$ cat src/rtl/i2cSeqPkg.sv
package i2cSeqPkg;
  localparam logic [2:0] OFS_SLAVE  = 3'd0;
  localparam logic [2:0] OFS_SUB    = 3'd1;
  localparam logic [2:0] OFS_DATA   = 3'd2;
  localparam logic [2:0] OFS_CTRL   = 3'd3;
  localparam logic [2:0] OFS_STATUS = 3'd4;

  typedef enum logic [1:0] {SK_IDLE, SK_START, SK_BIT, SK_STOP} slotKind_e;
  typedef enum logic [2:0] {LB_ADDRW, LB_SUB, LB_DATA, LB_ADDRR, LB_ONES} loadSel_e;
  typedef enum logic [3:0] {
    ST_IDLE, ST_START, ST_ADDRW, ST_SUB, ST_WDATA,
    ST_MIDSTOP, ST_RESTART, ST_ADDRR, ST_RDATA, ST_STOP
  } seqState_e;

  typedef struct packed {
    slotKind_e kind;
    logic      load;
    loadSel_e  sel;
    logic      capture;
    logic      setErr;
    logic      clrErr;
  } seqStrobes_t;
endpackage

$ cat src/rtl/i2cSeqDatapath.sv
module i2cSeqDatapath
  import i2cSeqPkg::*;
#(
  parameter int QUARTER_CLKS = 32
) (
  input  logic        clk,
  input  logic        rstN,
  input  logic        regWe,
  input  logic [2:0]  regAddr,
  input  logic [7:0]  regWdata,
  output logic [7:0]  regRdata,
  input  logic        busy,
  input  seqStrobes_t stb,
  output logic        goWrite,
  output logic        goRead,
  output logic        rsSel,
  output logic        slotDone,
  output logic        lastBit,
  output logic        ackNack,
  output logic        errFlag,
  output logic        sclOut,
  output logic        sdaLowEn,
  input  logic        sdaIn
);
  localparam int DW = (QUARTER_CLKS > 1) ? $clog2(QUARTER_CLKS) : 1;
  localparam logic [DW-1:0] DIV_LAST = DW'(QUARTER_CLKS - 1);

  logic [7:0]    slaveReg, subReg, dataReg, txShift, rxShift;
  logic          rsSelReg, errReg, ackReg;
  logic [DW-1:0] divCnt;
  logic [1:0]    quarter;
  logic [3:0]    bitCnt;
  logic          active, tick, sampleTick, wrOk, sdaVal;

  assign active     = stb.kind != SK_IDLE;
  assign tick       = active && (divCnt == DIV_LAST);
  assign sampleTick = tick && (quarter == 2'd1);
  assign slotDone   = tick && (quarter == 2'd3);
  assign lastBit    = bitCnt == 4'd8;
  assign wrOk       = regWe && !busy;
  assign goWrite    = wrOk && (regAddr == OFS_DATA);
  assign goRead     = wrOk && (regAddr == OFS_CTRL) && regWdata[0];
  assign rsSel      = rsSelReg;
  assign ackNack    = ackReg;
  assign errFlag    = errReg;

  always_ff @(posedge clk or negedge rstN) begin
    if (!rstN) begin
      slaveReg <= '0; subReg <= '0; dataReg <= '0;
      rsSelReg <= 1'b0; errReg <= 1'b0; ackReg <= 1'b1;
      txShift <= '1; rxShift <= '0;
      divCnt <= '0; quarter <= '0; bitCnt <= '0;
    end else begin
      if (wrOk) begin
        case (regAddr)
          OFS_SLAVE: slaveReg <= regWdata;
          OFS_SUB:   subReg   <= regWdata;
          OFS_DATA:  dataReg  <= regWdata;
          OFS_CTRL:  rsSelReg <= regWdata[1];
          default: ;
        endcase
      end
      if (stb.capture) dataReg <= rxShift;
      if (stb.clrErr) errReg <= 1'b0;
      else if (stb.setErr) errReg <= 1'b1;

      if (!active || tick) divCnt <= '0;
      else divCnt <= divCnt + 1'b1;

      if (!active) quarter <= '0;
      else if (tick) quarter <= quarter + 2'd1;

      if (stb.kind != SK_BIT) bitCnt <= '0;
      else if (slotDone) bitCnt <= lastBit ? 4'd0 : bitCnt + 4'd1;

      if (stb.load) begin
        case (stb.sel)
          LB_ADDRW: txShift <= {slaveReg[7:1], 1'b0};
          LB_SUB:   txShift <= subReg;
          LB_DATA:  txShift <= dataReg;
          LB_ADDRR: txShift <= {slaveReg[7:1], 1'b1};
          default:  txShift <= 8'hFF;
        endcase
      end else if (slotDone && stb.kind == SK_BIT && !lastBit) begin
        txShift <= {txShift[6:0], 1'b1};
      end

      if (sampleTick && stb.kind == SK_BIT) begin
        if (lastBit) ackReg <= sdaIn;
        else rxShift <= {rxShift[6:0], sdaIn};
      end
    end
  end

  // Line levels per quarter of the current slot
  always_comb begin
    case (stb.kind)
      SK_START: begin sclOut = quarter[0] ^ quarter[1]; sdaVal = !quarter[1]; end
      SK_BIT:   begin sclOut = quarter[0] ^ quarter[1]; sdaVal = lastBit ? 1'b1 : txShift[7]; end
      SK_STOP:  begin sclOut = quarter != 2'd0; sdaVal = quarter[1]; end
      default:  begin sclOut = 1'b1; sdaVal = 1'b1; end
    endcase
  end
  assign sdaLowEn = !sdaVal;

  always_comb begin
    case (regAddr)
      OFS_SLAVE:  regRdata = slaveReg;
      OFS_SUB:    regRdata = subReg;
      OFS_DATA:   regRdata = dataReg;
      OFS_CTRL:   regRdata = {6'b0, rsSelReg, 1'b0};
      OFS_STATUS: regRdata = {6'b0, errReg, busy};
      default:    regRdata = 8'h00;
    endcase
  end
endmodule

$ cat src/rtl/i2cSeqControl.sv
module i2cSeqControl
  import i2cSeqPkg::*;
(
  input  logic        clk,
  input  logic        rstN,
  input  logic        goWrite,
  input  logic        goRead,
  input  logic        rsSel,
  input  logic        slotDone,
  input  logic        lastBit,
  input  logic        ackNack,
  output logic        busy,
  output seqStrobes_t stb
);
  seqState_e state, nxt;
  logic      isRead, byteEnd;

  assign byteEnd = slotDone && lastBit;
  assign busy    = state != ST_IDLE;

  always_ff @(posedge clk or negedge rstN) begin
    if (!rstN) begin
      state  <= ST_IDLE;
      isRead <= 1'b0;
    end else begin
      state <= nxt;
      if (state == ST_IDLE && (goWrite || goRead)) isRead <= goRead;
    end
  end

  always_comb begin
    nxt         = state;
    stb.load    = 1'b0;
    stb.sel     = LB_ONES;
    stb.capture = 1'b0;
    stb.setErr  = 1'b0;
    stb.clrErr  = 1'b0;
    case (state)
      ST_START, ST_RESTART:  stb.kind = SK_START;
      ST_MIDSTOP, ST_STOP:   stb.kind = SK_STOP;
      ST_IDLE:               stb.kind = SK_IDLE;
      default:               stb.kind = SK_BIT;
    endcase
    case (state)
      ST_IDLE: if (goWrite || goRead) begin nxt = ST_START; stb.clrErr = 1'b1; end
      ST_START: if (slotDone) begin nxt = ST_ADDRW; stb.load = 1'b1; stb.sel = LB_ADDRW; end
      ST_ADDRW: if (byteEnd) begin
        if (ackNack) begin nxt = ST_STOP; stb.setErr = 1'b1; end
        else begin nxt = ST_SUB; stb.load = 1'b1; stb.sel = LB_SUB; end
      end
      ST_SUB: if (byteEnd) begin
        if (ackNack) begin nxt = ST_STOP; stb.setErr = 1'b1; end
        else if (!isRead) begin nxt = ST_WDATA; stb.load = 1'b1; stb.sel = LB_DATA; end
        else nxt = rsSel ? ST_RESTART : ST_MIDSTOP;
      end
      ST_WDATA: if (byteEnd) begin nxt = ST_STOP; stb.setErr = ackNack; end
      ST_MIDSTOP: if (slotDone) nxt = ST_RESTART;
      ST_RESTART: if (slotDone) begin nxt = ST_ADDRR; stb.load = 1'b1; stb.sel = LB_ADDRR; end
      ST_ADDRR: if (byteEnd) begin
        if (ackNack) begin nxt = ST_STOP; stb.setErr = 1'b1; end
        else begin nxt = ST_RDATA; stb.load = 1'b1; stb.sel = LB_ONES; end
      end
      ST_RDATA: if (byteEnd) begin nxt = ST_STOP; stb.capture = 1'b1; end
      ST_STOP: if (slotDone) nxt = ST_IDLE;
      default: nxt = ST_IDLE;
    endcase
  end
endmodule

$ cat src/rtl/i2cSeqMaster.sv
module i2cSeqMaster
  import i2cSeqPkg::*;
#(
  parameter int QUARTER_CLKS = 32
) (
  input  logic       clk,
  input  logic       rstN,
  input  logic       regWe,
  input  logic [2:0] regAddr,
  input  logic [7:0] regWdata,
  output logic [7:0] regRdata,
  output logic       busy,
  output logic       sclOut,
  output logic       sdaLowEn,
  input  logic       sdaIn
);
  seqStrobes_t stb;
  slotKind_e   curKind;
  logic goWrite, goRead, rsSel, slotDone, lastBit, ackNack, errFlag;

  assign curKind = stb.kind;

  i2cSeqControl i_ctrl (
    .clk(clk), .rstN(rstN), .goWrite(goWrite), .goRead(goRead), .rsSel(rsSel),
    .slotDone(slotDone), .lastBit(lastBit), .ackNack(ackNack), .busy(busy), .stb(stb)
  );

  i2cSeqDatapath #(.QUARTER_CLKS(QUARTER_CLKS)) i_dp (
    .clk(clk), .rstN(rstN), .regWe(regWe), .regAddr(regAddr), .regWdata(regWdata),
    .regRdata(regRdata), .busy(busy), .stb(stb), .goWrite(goWrite), .goRead(goRead),
    .rsSel(rsSel), .slotDone(slotDone), .lastBit(lastBit), .ackNack(ackNack),
    .errFlag(errFlag), .sclOut(sclOut), .sdaLowEn(sdaLowEn), .sdaIn(sdaIn)
  );
endmodule

$ cat config.mk
export PLATFORM = sky130hd
export DESIGN_NAME = i2cSeqMaster
export DESIGN_NICKNAME = d
export VERILOG_FILES = /design/src/rtl/i2cSeqPkg.sv /design/src/rtl/i2cSeqDatapath.sv /design/src/rtl/i2cSeqControl.sv /design/src/rtl/i2cSeqMaster.sv
export SDC_FILE = /design/constraint.sdc
export NUM_CORES = 1
export LEC_CHECK = 0
export BUFFER_PORTS_ARGS = -buffer_cell sky130_fd_sc_hd__buf_2
export CAP_MARGIN = 20
export CORE_MARGIN = 2
export CORE_UTILIZATION = 59
export CTS_BUF_LIST = sky130_fd_sc_hd__clkbuf_8
export CTS_CLUSTER_DIAMETER = 80
export DETAILED_ROUTE_END_ITERATION = 7
export GPL_TIMING_DRIVEN = 0
export PLACE_DENSITY = 0.8
export SETUP_SLACK_MARGIN = 0.15
export SYNTH_ARGS = -nofsm -noshare
export SYNTH_HDL_FRONTEND = slang
export SYNTH_SLANG_ARGS = --single-unit
$ cat constraint.sdc
create_clock -name clk -period 2.7 [get_ports clk]
set_input_delay 0.27 -clock clk [delete_from_list [all_inputs] [get_ports clk]]
set_output_delay 0.27 -clock clk [all_outputs]
set_load 0.1 [all_outputs]
==> flow_summary.toml, run 1 <==
[logic_synthesis]
yosysMostFrequentCell = "dfrtp_1"
ys_warn_count = 0
yosysTopAreaCell = "dfrtp_1"
yosys.area.top_type_share_pct = 36.7
yosysSeqAreaShare_pct = 43.6
synth_cell_types = 54
avgSynthCellArea_um2 = 9.98
synth_area_leaders = "dfrtp_1 (37%), mux2_2 (9.2%), dfstp_2 (6.9%)"
synthCells = 342
synth_seq_cells = 59
synth_nets = 364
synth_edf_count = 0
async_reset_ff_share_pct = 100
yosys_most_used_dff = "dfrtp_1"
synthTopCellsByCount = "dfrtp_1 (50), nand2_1 (38), mux2_2 (28), nor2_1 (28), a21oi_1 (26)"
synth_area_um2 = 3410

[placement]
gp_congestion = 0.923
dp_hpwl_um = 5660
post-place-ws_ns = 0.112
place_area_um2 = 3680
port_buffers = 23

[worst_setup_path]
endpoint_kind = "primary output"
crit_path_start_kind = "register"
path_cells = "inv_1 > ha_1 > and3b_1 > nor2_1 > a21oi_1 > nor3_1 > o221a_2 > buf_6"
slowest_delay_ns = 0.43
crit_type = "register to primary output"
slowest_stage = "dfrtp_1"
crit_family = "simple AND/OR/NAND/NOR gates"
cp.required_ns = 2.43
cp_max_fo = 5
critPathArrivalTime_ns = 2.32
cp-startpoint = "i_dp.bitCnt[0]$_DFFE_PN0P_"
path_buf_inv = 2
reg2reg_from = "i_dp.divCnt[0]$_DFF_PN0_"

[grt]
grt_max_degree = 32
grt_pass1_wl_um = 13000
grt_pass1_vias = 2644
antenna_found_initial = 0
grt_usage_pct = 27.1
grt_overflow = 0

[layout]
utilization_pct = 70.8
final_area_um2 = 3920
drive_above_1_share_pct = 28.7
layout.nets = 400
multi_input_area_um2 = 1840
area_growth_pct = 14.9
diodes = 0
fill_cells = 413
ff_latch_area_um2 = 1490

[floorplan]
die_area_um2 = 6410
io_pins = 26
die_y_um = 80.0
initial_core_util_pct = 61.6
num_rows = 27
fp.dieW_um = 80.0
core-area_um2 = 5540

[cts]
cts_max_path_buffers = 2
cts_setup_buffers = 0
tritoncts = "yes"
htree_levels = 3
cts.sinks = 59
clk_latency_ns = 0.35
root_buffer = "clkbuf_8"
cts_buffers = 9
clkTransAtPathRegs_ns = 0.07

[power]
power_mw = 3.91
p_leak_nw = 1.74
ir_drop_v = 0.000701
power_density_nw_per_um2 = 998

[drt]
drc = 0
ant_nets = 0
dr.pass1.iters = 5
drt_iter0_markers = 255
dr_total_vias = 2756
post_drt_via_cell_ratio = 6.06
drt-total-wl_um = 7830
drt-wirelength-per-cell_um = 17.2

[flow_run]
cap_violations = 0

[sta]
skew_ns = 0.00558
fin_ws_ns = 0.108
fin_crit_sh_pct = 96.0
finalHoldViolCount = 0
worst_pin_slew_ns = 0.785
finalMaxSlewViolations = 0
rsz0062_at_grt = "yes"
finalSetupViolations = 0
slew_headroom_pct = 47.2
max_freq_ghz = 0.386
min_period_ns = 2.59

[outcome]
status = "finished, final reports clean"

[hold_path]
hp-class = "primary input to register"
hold_start = "sdaIn"
==> logic make-up (layout without fill, tap and decap cells) <==
kind of cell | Yosys count | count (layout) | synth area share [%]
and+or+nand+nor | 126 | 126 | 21.0
AOI/OAI and AO/OA | 82 | 82 | 16.2
DFF | 59 | 59 | 43.6
muxes | 36 | 36 | 11.6
buffers and inverters | 27 | 68 | 3.67
adders and majority gates | 7 | 7 | 2.57
xor gates and xnor gates | 5 | 5 | 1.28
==> through the flow <==
step / cells / setup TNS (ns) / hold WS, ns
6_report: 455 / 0 / 0.166
5_1_grt: 455 / 0 / 0.168
3_3_place_gp: 437 / 0 / 0.455
4_1_cts: 455 / 0 / 0.158
3_5_place_dp: 438 / 0 / 0.325
2_1_floorplan: 342 / -0.146 / -0.0256
==> cell type report <==
type / count / share of cell area (%)
Buffer: 18 / 2.74
Clock buffer: 10 / 3.51
Clock inverter: 6 / 1.66
Inverter: 9 / 0.957
Multi-Input combinational cell: 256 / 46.8
Sequential cell: 59 / 37.9
Tap cell: 72 / 2.30
Timing Repair Buffer: 25 / 4.08
==> power by group <==
group	leakage (nW)	total [mW]	internal [mW]	switching, mW
sequential	0.751	1.35	1.14	0.211
combinational	0.888	1.74	0.622	1.12
clock	0.102	0.823	0.450	0.373
total	1.74	3.91	2.21	1.70
==> layout by cell type, fill, tap and decap left out, types with 6 or more instances in the layout <==
| cell | n |
|---|---|
| nor3_1 | 8 |
| nor2_2 | 6 |
| nand2_1 | 38 |
| clkbuf_1 | 7 |
| o2bb2ai_1 | 7 |
| ha_1 | 7 |
| a21oi_1 | 26 |
| buf_2 | 24 |
| mux2i_1 | 8 |
| inv_1 | 8 |
| mux2_2 | 28 |
| dfstp_2 | 9 |
| nor2b_1 | 8 |
| clkbuf_8 | 10 |
| dfrtp_1 | 50 |
| o21ai_0 | 7 |
| a22oi_1 | 17 |
| nor2_1 | 23 |
| and3_1 | 11 |
| a31oi_1 | 6 |
==> registers in the layout (all words and copies together), names as in the netlist <==
signal,flops
i_ctrl.state,4
i_dp.slaveReg,8
i_ctrl.isRead,1
i_dp.subReg,8
i_dp.txShift,8
i_dp.errFlag,1
i_dp.bitCnt,4
i_dp.ackNack,1
i_dp.divCnt,5
i_dp.rxShift,8
i_dp.quarter,2
i_dp.dataReg,8
i_dp.rsSel,1
==> metal layers <==
layer / routed length, um / share of wire (%) / GRT usage [%] / vias to the layer above
li1: - / - / - / 1317
met1: 3530 / 45 / 37.4 / 1345
met2: 3730 / 48 / 40.9 / 80
met3: 392 / 5.0 / 7.69 / 14
met4: 172 / 2.2 / 9.83 / 0
met5: 0 / 0 / 0 / -
==> repair_timing <==
action | in CTS | in global routing
resized for setup | 6 | 6
endpoints found under the setup margin | 12 | 21
hold endpoints to repair | 27 | 0
pin swaps | 0 | 1
hold buffers | 1 | 0
==> path summary, 6_finish.rpt <==
| path | slack, ns | end | cells past startpoint |
|---|---|---|---|
| max | 0.11 | sdaLowEn | 8 |
| min | 0.17 | i_dp.ackNack$_DFFE_PN1P_ | 2 |
| max reg2reg | 0.22 | i_dp.txShift[3]$_DFFE_PN1P_ | 8 |
| min reg2reg | 0.47 | i_dp.divCnt[0]$_DFF_PN0_ | 1 |
| max in group asynchronous | 1.57 | i_dp.txShift[3]$_DFFE_PN1P_ | 3 |
| min in group asynchronous | 0.47 | i_dp.bitCnt[1]$_DFFE_PN0P_ | 2 |
Power figures use the tool's default switching activity.
==> run 2, diff against run 1 <==
Settings changed: CORE_UTILIZATION 59 to 45, PLACE_DENSITY 0.8 to 0.65, RECOVER_POWER set to 25.
==> run 2 against run 1 <==
The run now ends with capacitance limit, slew limit left. Critical path type is now register to register. Global-route usage decreased by 6.1 points. Highest routed layer unchanged. Combinational power about the same. Final cell count increased by 5.9%. Critical endpoint is now i_ctrl.state[1]$_DFFE_PN0P_. Design area increased by 1.7%. Via count increased by 1.1%.
==> flow_summary.toml, run 2 (synthesized netlist as in run 1, its figures left out) <==
[power]
power_density_nw_per_um2 = 1010
p_leak_nw = 1.75
ir_drop_v = 0.000460

[sta]
rsz0062_at_grt = "yes"
finalHoldViolCount = 0
finalSetupViolations = 0
finalMaxSlewViolations = 28
fin_ws_ns = 0.217
slew_headroom_pct = -0.524
fin_crit_sh_pct = 92.0
skew_ns = 0.00618
min_period_ns = 2.48
final.setup.tns_ns = 0
max_freq_ghz = 0.403
worst_pin_slew_ns = 1.51

[drt]
ant_nets = 0
dr.pass1.iters = 7
drt_iter0_markers = 149
post_drt_via_cell_ratio = 5.78
dr_total_vias = 2785
drc = 0
drt-total-wl_um = 8320
drt-wirelength-per-cell_um = 17.3

[placement]
dp_hpwl_um = 6010
dp_cells = 465
post-place-ws_ns = 0.108
place_area_um2 = 3710
gp_congestion = 0.898
port_buffers = 23

[grt]
grt_pass1_vias = 2667
met2_usage_pct = 31.5
grt_overflow = 0
grt_pass1_wl_um = 13900
antenna_found_initial = 0
grt_max_degree = 33
use_met3_pct = 4.48
grt.busiest_layer = "met2"
use_met1_pct = 30.2
grt_usage_pct = 21.0

[worst_setup_path]
endpoint_kind = "register"
slowest_stage = "a211o_1"
critPathArrivalTime_ns = 2.68
cp.required_ns = 2.90
crit_type = "register to register"
path_cells = "ha_1 > and3_1 > ha_1 > nand2_2 > clkbuf_2 > o21ai_0 > a211o_1 > a31oi_1 > a31oi_1"
slowest_delay_ns = 0.41
cp_max_fo = 10
rrSetupSlack_ns = 0.22
crit_path_start_kind = "register"

[floorplan]
fp.dieW_um = 91.1
die_area_um2 = 8290
io_pins = 26
core-area_um2 = 7290
num_rows = 31
initial_core_util_pct = 46.8
die_y_um = 91.1

[cts]
cts_buffers = 9
clkTransAtPathRegs_ns = 0.07
cts_max_path_buffers = 2
cts_setup_buffers = 0
root_buffer = "clkbuf_8"
cts.sinks = 59
tritoncts = "yes"
clk_latency_ns = 0.34
htree_levels = 3

[hold_path]
hp-class = "primary input to register"

[outcome]
status = "finished, violations left"
violations = "capacitance limit, slew limit"

[layout]
area_growth_pct = 16.8
layout.nets = 400
final_area_um2 = 3990
mostFrequentLayoutCell = "dfrtp_1"
diodes = 0
drive_above_1_share_pct = 29.2
fin_cells = 482
final_cell_mix = "dfrtp_1 (50), nand2_1 (38), mux2_2 (28)"

[flow_run]
cap_violations = 1
-- run 2: layout make-up --
type | count | area, um^2
flip-flops and latches | 59 | 1490
clock buffers | 9 | 124
multi-input cells | 256 | 1860
clock inverters | 7 | 91.3
repair buffers | 25 | 160
inverters | 9 | 37.5
fillers | 689 | 3310
plain buffers | 18 | 104
well taps | 99 | 124
-- run 2: layer usage --
layer	vias up	routed length, um
li1	1317	-
met1	1376	3930
met2	75	3830
met3	17	394
met4	0	167
met5	-	0
-- run 2: worst max-delay path: cells and delay by family, from the launching register on --
family	cells	cell delay [ns]
AOI/OAI and AO/OA	4	0.80
and+or+nand+nor	2	0.38
buffers and inverters	1	0.30
adders and majority gates	2	0.45
DFF	1	0.40
-- run 2: power by group --
group | leakage, nW | internal (mW) | switching [mW] | total, mW
registers | 0.751 | 1.14 | 0.220 | 1.36
logic | 0.891 | 0.628 | 1.14 | 1.76
clock network | 0.109 | 0.517 | 0.373 | 0.890
total | 1.75 | 2.28 | 1.73 | 4.01
-- run 2: path summary, 6_finish.rpt --
kind / start / to / depth (start not counted)
max: i_dp.divCnt[0]$_DFF_PN0_ / i_ctrl.state[1]$_DFFE_PN0P_ / 9
min: sdaIn / i_dp.rxShift[0]$_DFFE_PN0P_ / 2
max reg2reg: i_dp.divCnt[0]$_DFF_PN0_ / i_ctrl.state[1]$_DFFE_PN0P_ / 9
min reg2reg: i_dp.divCnt[0]$_DFF_PN0_ / i_dp.divCnt[0]$_DFF_PN0_ / 1
max in group asynchronous: rstN / i_dp.txShift[2]$_DFFE_PN1P_ / 3
min in group asynchronous: rstN / i_dp.divCnt[0]$_DFF_PN0_ / 2
-- run 2: metrics by stage --
step | util, % | power, mW | hold slack [ns]
finish | 54.7 | 4.01 | 0.186
global route | 54.7 | 4.23 | 0.175
CTS | 54.3 | 3.98 | 0.175
detailed placement | 50.9 | 3.05 | 0.328
global placement | 50.6 | 3.01 | 0.456
floorplan | - | 2.69 | -0.0256
-- run 2: timing repair --
action                                  CTS  global route
gates resized for setup                   7             8
cloned                                    0             0
endpoints found under the hold margin    26             0
hold buffers                              1             0
pin swaps                                 0             1
endpoints found under the setup margin   12            11
